--- config.mk ---
export PLATFORM = sky130hd
export DESIGN_NAME = mct_timer
export DESIGN_NICKNAME = d
export VERILOG_FILES = /design/src/rtl/mct_pkg.sv /design/src/rtl/mct_edge.sv /design/src/rtl/mct_count.sv /design/src/rtl/mct_timer.sv
export SDC_FILE = /design/constraint.sdc
export NUM_CORES = 1
export LEC_CHECK = 0
export BUFFER_PORTS_ARGS = -buffer_cell sky130_fd_sc_hd__buf_4
export CORE_MARGIN = 4
export CORE_UTILIZATION = 55
export CTS_CLUSTER_SIZE = 30
export DETAILED_ROUTE_END_ITERATION = 12
export PLACE_DENSITY = 0.75
export RECOVER_POWER = 100
export SLEW_MARGIN = 25
export SYNTH_ARGS = -nofsm -noshare
export SYNTH_HDL_FRONTEND = slang
export SYNTH_SLANG_ARGS = --single-unit
--- constraint.sdc ---
create_clock -name clk -period 2.95 [get_ports clk]
set_input_delay 0.295 -clock clk [delete_from_list [all_inputs] [get_ports clk]]
set_output_delay 0.295 -clock clk [all_outputs]
set_load 0.01 [all_outputs]
--- src/rtl/mct_pkg.sv ---
package mct_pkg;
  localparam int NMATCH = 4;

  localparam int OFF_INTF    = 'h00;
  localparam int OFF_CTRL    = 'h04;
  localparam int OFF_COUNT   = 'h08;
  localparam int OFF_PRESC   = 'h0C;
  localparam int OFF_MCTRL   = 'h10;
  localparam int OFF_MATCH   = 'h14;
  localparam int OFF_CAPCTRL = 'h24;
  localparam int OFF_CAP     = 'h28;
  localparam int OFF_EXT     = 'h38;
  localparam int OFF_PWM     = 'h3C;
  localparam int OFF_CLKSRC  = 'h40;

  typedef enum logic [1:0] {
    EM_NONE   = 2'd0,
    EM_LOW    = 2'd1,
    EM_HIGH   = 2'd2,
    EM_TOGGLE = 2'd3
  } em_act_e;
endpackage

--- src/rtl/mct_edge.sv ---
module mct_edge (
  input  logic clk,
  input  logic rst_n,
  input  logic din,
  output logic rise_o,
  output logic fall_o
);
  // two synchronizer flops plus one history flop
  logic [2:0] sh;

  always_ff @(posedge clk or negedge rst_n) begin
    if (!rst_n) sh <= '0;
    else        sh <= {sh[1:0], din};
  end

  assign rise_o = sh[1] & ~sh[2];
  assign fall_o = ~sh[1] & sh[2];
endmodule

--- src/rtl/mct_count.sv ---
module mct_count #(
  parameter int TW = 32
) (
  input  logic          clk,
  input  logic          rst_n,
  input  logic          run,
  input  logic          hold,
  input  logic          tick,
  input  logic          load_en,
  input  logic [TW-1:0] load_val,
  input  logic [TW-1:0] pr,
  input  logic          wrap,
  input  logic          stop,
  output logic [TW-1:0] tc,
  output logic          step
);
  logic [TW-1:0] pc;

  assign step = run & tick & ~hold & ~load_en & (pc == pr);

  always_ff @(posedge clk or negedge rst_n) begin
    if (!rst_n) begin
      tc <= '0;
      pc <= '0;
    end else if (hold) begin
      tc <= '0;
      pc <= '0;
    end else if (load_en) begin
      tc <= load_val;
      pc <= '0;
    end else if (run && tick) begin
      if (pc == pr) begin
        pc <= '0;
        if (wrap)       tc <= '0;
        else if (!stop) tc <= tc + 1'b1;
      end else begin
        pc <= pc + 1'b1;
      end
    end
  end
endmodule

--- src/rtl/mct_timer.sv ---
module mct_timer
  import mct_pkg::*;
#(
  parameter int TW   = 32,
  parameter int NCAP = 4,
  parameter int AW   = 8
) (
  input  logic            clk,
  input  logic            rst_n,
  input  logic [AW-1:0]   bus_addr,
  input  logic            bus_wen,
  input  logic [TW-1:0]   bus_wdata,
  output logic [TW-1:0]   bus_rdata,
  input  logic [NCAP-1:0] cap_i,
  output logic [3:0]      match_o,
  output logic            irq_o
);
  localparam int SELW  = (NCAP > 1) ? $clog2(NCAP) : 1;
  localparam int NFLAG = NMATCH + NCAP;
  localparam logic [AW-1:0] A_INTF    = AW'(OFF_INTF);
  localparam logic [AW-1:0] A_CTRL    = AW'(OFF_CTRL);
  localparam logic [AW-1:0] A_COUNT   = AW'(OFF_COUNT);
  localparam logic [AW-1:0] A_PRESC   = AW'(OFF_PRESC);
  localparam logic [AW-1:0] A_MCTRL   = AW'(OFF_MCTRL);
  localparam logic [AW-1:0] A_CAPCTRL = AW'(OFF_CAPCTRL);
  localparam logic [AW-1:0] A_EXT     = AW'(OFF_EXT);
  localparam logic [AW-1:0] A_PWM     = AW'(OFF_PWM);
  localparam logic [AW-1:0] A_CLKSRC  = AW'(OFF_CLKSRC);

  logic                  ctrl_en, ctrl_hold;
  logic [TW-1:0]         pr;
  logic [3*NMATCH-1:0]   mctrl;
  logic [TW-1:0]         mr [NMATCH];
  logic [3*NCAP-1:0]     capctrl;
  logic [TW-1:0]         capv [NCAP];
  logic [NMATCH-1:0]     ext_state;
  logic [2*NMATCH-1:0]   ext_act;
  logic [2:0]            pwm_en;
  logic                  src_cnt;
  logic [SELW-1:0]       src_sel;
  logic [1:0]            src_edge;
  logic [NFLAG-1:0]      flags;

  logic [TW-1:0]         tc;
  logic                  step, tick, wrap_any, stop_any, load_en;
  logic [NMATCH-1:0]     hit, m_wrap, m_stop;
  logic [NCAP-1:0]       c_rise, c_fall, cap_evt, cap_set;

  assign load_en = bus_wen && bus_addr == A_COUNT;

  // counting clock: every cycle, or selected edges of one capture input
  assign tick = src_cnt ? ((src_edge[0] & c_rise[src_sel]) | (src_edge[1] & c_fall[src_sel]))
                        : 1'b1;

  mct_count #(.TW(TW)) u_count (
    .clk(clk), .rst_n(rst_n), .run(ctrl_en), .hold(ctrl_hold), .tick(tick),
    .load_en(load_en), .load_val(bus_wdata), .pr(pr),
    .wrap(wrap_any), .stop(stop_any), .tc(tc), .step(step)
  );

  // compare channels
  for (genvar i = 0; i < NMATCH; i++) begin : g_match
    assign hit[i]    = step && (tc == mr[i]);
    assign m_wrap[i] = hit[i] & (mctrl[3*i+1] | ((i == NMATCH-1) & (|pwm_en)));
    assign m_stop[i] = hit[i] & mctrl[3*i+2];
    if (i < 3) begin : g_pwm
      assign match_o[i] = pwm_en[i] ? (tc >= mr[i]) : ext_state[i];
    end else begin : g_plain
      assign match_o[i] = ext_state[i];
    end
  end
  assign wrap_any = |m_wrap;
  assign stop_any = |m_stop;

  // capture channels
  for (genvar j = 0; j < NCAP; j++) begin : g_cap
    mct_edge u_edge (
      .clk(clk), .rst_n(rst_n), .din(cap_i[j]),
      .rise_o(c_rise[j]), .fall_o(c_fall[j])
    );
    assign cap_evt[j] = (capctrl[3*j] & c_rise[j]) | (capctrl[3*j+1] & c_fall[j]);
    assign cap_set[j] = cap_evt[j] & capctrl[3*j+2];
    always_ff @(posedge clk or negedge rst_n) begin
      if (!rst_n)          capv[j] <= '0;
      else if (cap_evt[j]) capv[j] <= tc;
    end
  end

  // register writes and match-driven updates
  always_ff @(posedge clk or negedge rst_n) begin
    if (!rst_n) begin
      ctrl_en   <= 1'b0;
      ctrl_hold <= 1'b0;
      pr        <= '0;
      mctrl     <= '0;
      capctrl   <= '0;
      ext_state <= '0;
      ext_act   <= '0;
      pwm_en    <= '0;
      src_cnt   <= 1'b0;
      src_sel   <= '0;
      src_edge  <= '0;
      flags     <= '0;
      for (int i = 0; i < NMATCH; i++) mr[i] <= '0;
    end else begin
      if (bus_wen) begin
        if (bus_addr == A_CTRL) begin
          ctrl_en   <= bus_wdata[0];
          ctrl_hold <= bus_wdata[1];
        end
        if (bus_addr == A_PRESC)   pr      <= bus_wdata;
        if (bus_addr == A_MCTRL)   mctrl   <= bus_wdata[3*NMATCH-1:0];
        if (bus_addr == A_CAPCTRL) capctrl <= bus_wdata[3*NCAP-1:0];
        if (bus_addr == A_PWM)     pwm_en  <= bus_wdata[2:0];
        if (bus_addr == A_EXT) begin
          ext_state <= bus_wdata[NMATCH-1:0];
          ext_act   <= bus_wdata[NMATCH +: 2*NMATCH];
        end
        if (bus_addr == A_CLKSRC) begin
          src_cnt  <= bus_wdata[0];
          src_sel  <= bus_wdata[SELW:1];
          src_edge <= bus_wdata[SELW+2:SELW+1];
        end
        for (int i = 0; i < NMATCH; i++)
          if (bus_addr == AW'(OFF_MATCH + 4*i)) mr[i] <= bus_wdata;
      end
      if (stop_any) ctrl_en <= 1'b0;
      for (int i = 0; i < NMATCH; i++) begin
        if (hit[i]) begin
          case (em_act_e'(ext_act[2*i +: 2]))
            EM_LOW:    ext_state[i] <= 1'b0;
            EM_HIGH:   ext_state[i] <= 1'b1;
            EM_TOGGLE: ext_state[i] <= ~ext_state[i];
            default:   ;
          endcase
        end
      end
      flags <= (flags & ~((bus_wen && bus_addr == A_INTF) ? bus_wdata[NFLAG-1:0] : '0))
             | {cap_set, hit & {mctrl[9], mctrl[6], mctrl[3], mctrl[0]}};
    end
  end

  assign irq_o = |flags;

  // read mux
  always_comb begin
    bus_rdata = '0;
    if (bus_addr == A_INTF)    bus_rdata = TW'(flags);
    if (bus_addr == A_CTRL)    bus_rdata = TW'({ctrl_hold, ctrl_en});
    if (bus_addr == A_COUNT)   bus_rdata = tc;
    if (bus_addr == A_PRESC)   bus_rdata = pr;
    if (bus_addr == A_MCTRL)   bus_rdata = TW'(mctrl);
    if (bus_addr == A_CAPCTRL) bus_rdata = TW'(capctrl);
    if (bus_addr == A_EXT)     bus_rdata = TW'({ext_act, ext_state});
    if (bus_addr == A_PWM)     bus_rdata = TW'(pwm_en);
    if (bus_addr == A_CLKSRC)  bus_rdata = TW'({src_edge, src_sel, src_cnt});
    for (int i = 0; i < NMATCH; i++)
      if (bus_addr == AW'(OFF_MATCH + 4*i)) bus_rdata = mr[i];
    for (int j = 0; j < NCAP; j++)
      if (bus_addr == AW'(OFF_CAP + 4*j)) bus_rdata = capv[j];
  end
endmodule

==> results of run 1 <==
power groups by stage:
| stage | clock network, W | registers [W] | logic, W |
|---|---|---|---|
| after detailed placement | 0 | 0.00665 | 0.00264 |
| after CTS | 0.00643 | 0.00656 | 0.00284 |
| after floorplan | 0 | 0.00649 | 0.00160 |
| final | 0.00639 | 0.00659 | 0.00305 |
| after global placement | 0 | 0.00663 | 0.00258 |
| after global routing | 0.00670 | 0.00661 | 0.00329 |
registers in the layout (all words and copies together) (netlist names):
signal           cells
ctrl_hold            1
u_count.tc          32
src_edge             2
ctrl_en              1
flags                8
u_count.pc          32
ext_state            4
g_cap.u_edge.sh     12
mr                 128
ext_act              8
capv               128
pr                  32
src_sel              2
src_cnt              1
capctrl             12
mctrl               12
pwm_en               3
stage by stage:
stage	utilization, %	area (sq um)
after floorplan	-	22900
after global placement	61.5	25200
after detailed placement	61.5	25200
after CTS	66.9	27400
after global routing	68.2	28000
final	68.2	28000
worst paths after layout:
path	from	end	slack (ps)	cells past startpoint
worst max register to register	u_count.tc[21]	u_count.tc[23]	-260	12
worst min register to register	g_cap[3].u_edge.sh[0]	g_cap[3].u_edge.sh[1]	350	0
min in group asynchronous	rst_n	u_count.pc[6]	880	2
worst min-delay path	bus_wdata[31]	mr[31]	20	2
worst max-delay path	u_count.tc[21]	match_o[2]	-290	10
max in group asynchronous	rst_n	capv[38]	310	3
final cells by class:
type                            count  area [sq um]  share of cell area [%]
Multi-Input combinational cell   1446         12100                    43.3
Clock inverter                     18           324                    1.16
Timing Repair Buffer              306          2630                    9.41
Tap cell                          532           666                    2.38
Sequential cell                   418         10500                    37.5
Inverter                          113           424                    1.52
Clock buffer                       65          1350                    4.84
synthesized netlist by cell type, types with 25 or more instances:
| cell type | count |
|---|---|
| nor2_1 | 64 |
| ha_1 | 98 |
| inv_1 | 113 |
| a21o_1 | 25 |
| nor4_1 | 28 |
| xor2_1 | 75 |
| a222oi_1 | 52 |
| o21ai_0 | 104 |
| a21oi_1 | 66 |
| mux2_2 | 338 |
| dfrtp_1 | 418 |
| clkbuf_1 | 93 |
| nand4_1 | 43 |
| nand2_1 | 170 |
| a22oi_1 | 36 |
| nand3_1 | 68 |
layer usage:
metal / part of all wire [%] / GRT usage, % / vias up
met4: 6.6 / 16.6 / 0
met5: 0 / 0 / -
met1: 39 / 44.1 / 9580
met2: 46 / 53.0 / 1101
met3: 9.1 / 5.77 / 322
li1: - / - / 8218
timing repair:
action | in CTS | in global routing
cloned | 0 | 13
buffers inserted | 21 | 11
hold buffers | 8 | 0
endpoints found under the setup margin | 41 | 54
hold endpoints to repair | 78 | 0
gates resized for setup | 72 | 95
pin swaps | 24 | 42
logic make-up (layout without fill, tap and decap cells):
group	after synthesis	after routing	share of synthesized area, %
AND/OR/NAND/NOR	478	478	10.5
adder cells (fa/ha/maj)	98	98	5.34
flip-flops	418	418	45.6
buffers and inverters	254	502	4.54
AO/OA/AOI/OAI	449	450	14.2
XOR/XNOR	79	79	3.02
multiplexers	341	341	16.8
==> qor.yml, run 1 <==
power_and_ir_drop:
  leakage_nw: 13.5
  pwr-share-seq_pct: 41.1
  clkPwrFrac_pct: 39.9
  p_int_w: 0.0115
  vdd_drop_max_mv: 0.537
  power_frac_comb_pct: 19.0
  power.total_w: 0.0160
  p_sw_w: 0.00458
  switching_share_pct: 28.6
  p_per_area_nw_per_um2: 573
yosys:
  postSynthCellCount: 2117
  ys_top_cells_by_area: "dfrtp_1 46%, mux2_2 17%, ha_1 5.3%, xor2_1 2.9%, nand2_1 2.8%"
  syn-num-nets: 2262
  postSynth.asyncResetShare_pct: 100
  synth_area_sq_um: 22900
  ys_types: 73
  synth_top_cell_area_share_pct: 45.6
  synth-seq-area-share_pct: 45.6
  yosys_warnings: 0
  ys_ff_latch: 418
  synth-main-ff-cell: "dfrtp_1"
  yosys.area.top_type: "dfrtp_1"
  avgSynthCellArea_sq_um: 10.8
  synth_edf_count: 0
worst_setup_path:
  crit_path_cell_trace: "buf_4 -> ha_4 -> nand4_1 -> or4_4 -> nor2_4 -> nand3_2 -> o211ai_1 -> o22ai_1 -> o21ai_2 -> buf_4"
  crit_path_end_kind: "primary output"
  worst-setup-path-type: "register to primary output"
  path_common_cell: "buf_4"
  path_buf_inv: 2
  cp.arrival_ps: 2950
  cp.required_ps: 2650
  crit_path_top_delay_cell: "or4_4"
  cpLargestDelayFamily: "simple AND/OR/NAND/NOR gates"
  slowest_delay_ps: 510
  cp_max_fo: 3
  start_kind: "register"
sta:
  fin_ws_ps: -293
  hold_ws_ps: 19.3
  rsz0062_at_grt: "yes"
  post-route-period-util_pct: 110
  post-route-min-period_ps: 3240
  max_freq_ghz: 0.308
  fin_setup_tns_ps: -8330
  finClkSkew_ps: 25.6
  setup_viol: 65
  slew_viol_final: 80
  worst_pin_slew_ps: 2110
  relSlewSlack_pct: -40.8
  hold_viol: 0
outcome:
  violations: "max-capacitance violations, max-slew violations, negative setup slack"
  status: "complete, but fails checks"
layout:
  drive_gt1_share_pct: 35.5
  nNetsFinal: 2476
  fin_cells: 2898
  final_common_cell: "dfrtp_1"
  area_delta_synth_final_pct: 22.0
  final_cell_mix: "399 x dfrtp_1, 335 x mux2_2, 214 x buf_4"
  n_antenna_cell: 0
  nFillCells: 3041
flow_run:
  maxCapViolCount: 1
global_routing:
  gr-total-overflow: 0
  grt_max_degree: 80
  grt_use_total_pct: 33.2
  grt_pass1_wl_mm: 115
  grt_pass1_vias: 19325
  antenna_found_initial: 0
detailed_routing:
  drt-pass1-iter-count: 8
  wire_per_inst_um: 26.7
  drc: 0
  viasPerCell: 6.63
  routed_wirelength_mm: 77.5
  drt_iter0_markers: 2488
  detail-route-antenna-nets: 0
  vias: 19221
min_path:
  hp-class: "input port to register"
placement:
  gp_congestion: 1.00
  port_buffers: 83
  dp_cells: 2766
  dp_slack_ps: -192
  dp_hpwl_mm: 53.5
clock_tree:
  numCtsBuffers: 46
  clk_latency_ps: 600
  cts.clk_slew.worst_paths_ps: 60
  cts_buffer_depth: 3
  h-tree-depth: 2
  cts_tree: "yes"
  cts_root_buf: "clkbuf_16"
  cts.sinks: 418
floorplanning:
  core_area_sq_um: 41000
  num_rows: 74
  initial_utilization_pct: 55.9
  die_height_um: 212
  dieWidth_um: 212
  dieArea_sq_um: 45100
  pin_count: 84
Power figures use the tool's default switching activity.
==> run 2: changes to the inputs <==
--- a/config.mk
+++ b/config.mk
@@ -12,3 +12,3 @@
 export DETAILED_ROUTE_END_ITERATION = 12
-export PLACE_DENSITY = 0.75
+export PLACE_DENSITY = 0.72
 export RECOVER_POWER = 100
==> constraint.sdc (replaced) <==
create_clock -name clk -period 3.7 [get_ports clk]
set_input_delay 0.37 -clock clk [delete_from_list [all_inputs] [get_ports clk]]
set_output_delay 0.37 -clock clk [all_outputs]
set_load 0.05 [all_outputs]
==> run 2 against run 1 <==
Compared with the run above: the run ends with max-capacitance violations, max-slew violations left; worst setup slack gained 310 ps; routed wire length down 5.2%; clock power down 27%; first-iteration DRC count down 19%; global-route usage is 0.71 points lower; core utilization down 5.5 points; critical endpoint is now u_count.tc[4].
==> qor.yml, run 2 (synthesis gave the netlist of run 1 again) <==
global_routing:
  gr-total-overflow: 0  # unchanged
  antenna_found_initial: 1  # +1
  grt_max_degree: 101  # +26%
  grt_use_total_pct: 32.5  # -0.71 points
  grt_pass1_vias: 18159  # -6.0%
  grt_pass1_wl_mm: 112  # -2.6%
detailed_routing:
  drc: 0  # unchanged
  vias: 18251  # -5.0%
  drt_iter0_markers: 2009  # -19%
  wire_per_inst_um: 26.6  # -0.68%
  drt-pass1-iter-count: 9  # +1
  routed_wirelength_mm: 73.5  # -5.2%
  viasPerCell: 6.60  # -0.52%
  detail-route-antenna-nets: 0  # unchanged
sta:
  fin_setup_tns_ps: 0  # +8330 ps
  max_freq_ghz: 0.272
  post-route-min-period_ps: 3680
  post-route-period-util_pct: 99.4
  finClkSkew_ps: 15.8  # -9.79 ps
  hold_viol: 0  # unchanged
  setup_viol: 0  # -100%
  slew_viol_final: 267  # +230%
  rsz0062_at_grt: "no"
  relSlewSlack_pct: -103  # -62 points
  worst_pin_slew_ps: 3040  # +929 ps
layout:
  area_delta_synth_final_pct: 12.1
  fin_cells: 2766  # -4.6%
  nNetsFinal: 2344  # -5.3%
  final_cell_mix: "415 x dfrtp_1, 338 x mux2_2, 170 x nand2_1"
  top_regs: "capv: 128 flops, mr: 128 flops"
  n_antenna_cell: 0  # unchanged
  stdcell_area_sq_um: 25700  # -8.1%
  nFillCells: 3370  # +11%
  drive_gt1_share_pct: 26.1  # -9.4 points
  final_common_cell: "dfrtp_1"
worst_setup_path:
  crit_path_end_kind: "register"
  cp_max_fo: 58  # +55
  worst-setup-path-type: "register to register"
  cp.required_ps: 4170  # +1520 ps
  start_kind: "register"
  crit_path_top_delay_cell: "nor4_1"
  slowest_delay_ps: 720  # +210 ps
  cp.arrival_ps: 4140  # +1190 ps
  crit_path_cell_trace: "buf_4 -> xor2_1 -> nor4_1 -> nand4_1 -> nor3_1 -> o2111a_1 -> nand2b_2 -> buf_6 -> a22oi_1 -> o2bb2a_1"
power_and_ir_drop:
  power_frac_comb_pct: 17.0  # -2.0 points
  switching_share_pct: 29.2  # +0.67 points
  p_sw_w: 0.00350  # -23%
  pwr-share-seq_pct: 44.2  # +3.1 points
  clkPwrFrac_pct: 38.8  # -1.1 points
  power.total_w: 0.0120  # -25%
  p_per_area_nw_per_um2: 466  # -19%
  vdd_drop_max_mv: 0.387  # -28%
  p_int_w: 0.00849  # -26%
  leakage_nw: 12.5  # -7.1%
floorplanning:
  num_rows: 74  # unchanged
  dieArea_sq_um: 45100  # unchanged
  dieWidth_um: 212  # unchanged
  initial_utilization_pct: 55.9  # unchanged
  core_area_sq_um: 41000  # unchanged
  die_height_um: 212  # unchanged
  pin_count: 84  # unchanged
clock_tree:
  cts.sinks: 418  # unchanged
  clk_latency_ps: 590  # about the same
  cts.clk_slew.worst_paths_ps: 60  # about the same
  h-tree-depth: 2  # unchanged
  numCtsBuffers: 46  # unchanged
  cts_buffer_depth: 3  # unchanged
  cts_tree: "yes"
  cts_root_buf: "clkbuf_16"
flow_run:
  maxCapViolCount: 6  # +5
placement:
  dp_cells: 2678  # -3.2%
  dpl-instance-area_sq_um: 24400  # -3.2%
  dp_hpwl_mm: 53.0  # -0.92%
  port_buffers: 83  # unchanged
  gp_congestion: 1.04  # +3.8%
outcome:
  violations: "max-capacitance violations, max-slew violations"
  status: "complete, but fails checks"
min_path:
  hp-class: "input port to register"
==> run 2: changes by cell type in the layout (fill, tap and decap cells not counted), moves of 11 or more <==
cell,delta
a21oi_1,+11
a2bb2oi_1,+11
a2bb2oi_2,-11
buf_12,-13
buf_4,-117
buf_6,-14
clkbuf_2,+15
dfrtp_1,+16
dfrtp_2,-16
ha_1,+15
ha_4,-15
o21ai_0,+14
o2bb2a_1,+14
o2bb2a_2,-14
==> run 2: layout make-up <==
type | instances | area (sq um) | area share [%]
sequential | 418 | 10500 | 40.7
timing repair buffer | 175 | 1230 | 4.80
clock buffer | 72 | 1390 | 5.40
clock inverter | 11 | 133 | 0.516
tap | 532 | 666 | 2.59
inverter | 113 | 424 | 1.65
multi-input combinational | 1445 | 11400 | 44.4
==> run 2: routing by layer <==
metal  vias to the layer above  global-route usage (%)  share of wire, %
met1                      9244                    43.7                40
met3                       190                    5.30               7.7
li1                       7965                       -                 -
met2                       850                    53.3                48
met5                         -                       0             0.018
met4                         2                    12.9               4.4
==> run 2: power groups by stage <==
stage | Sequential (W) | Clock [W] | Combinational, W
6_report | 0.00530 | 0.00466 | 0.00204
5_1_grt | 0.00533 | 0.00490 | 0.00223
4_1_cts | 0.00528 | 0.00470 | 0.00202
3_5_place_dp | 0.00536 | 0 | 0.00200
3_3_place_gp | 0.00534 | 0 | 0.00196
2_1_floorplan | 0.00517 | 0 | 0.00131
==> run 2: critical path: cells and delay by family, from the launching register on <==
| kind | cells | cell delay [ps] |
|---|---|---|
| DFF | 1 | 390 |
| xor gates and xnor gates | 1 | 280 |
| and+or+nand+nor | 4 | 1500 |
| buffers and inverters | 2 | 590 |
| AOI/OAI and AO/OA | 3 | 760 |
==> run 2: final timing paths <==
path / slack, ps / depth (start not counted) / start / endpoint
max: 20 / 10 / u_count.tc[29] / u_count.tc[4]
min: 100 / 2 / bus_wdata[20] / mr[20]
max reg2reg: 20 / 10 / u_count.tc[29] / u_count.tc[4]
min reg2reg: 340 / 0 / g_cap[0].u_edge.sh[0] / g_cap[0].u_edge.sh[1]
max in group asynchronous: 410 / 3 / rst_n / capv[38]
min in group asynchronous: 1180 / 2 / rst_n / u_count.pc[28]
==> run 2: stage by stage <==
stage                     utilization (%)  hold slack [ps]  worst slack (ps)
after global placement               59.5              333               268
after detailed placement             59.5              335               236
after floorplan                         -             74.4               289
after global routing                 62.7             91.5              13.3
after CTS                            63.3             81.4              29.4
final                                62.7             99.5              21.5
==> run 2: repair_timing <==
| item | in CTS | in global routing |
|---|---|---|
| hold endpoints to repair | 95 | 0 |
| setup buffers | 0 | 0 |
| endpoints found under the setup margin | 2 | 2 |
| resized for setup | 2 | 3 |
| hold buffers | 5 | 0 |
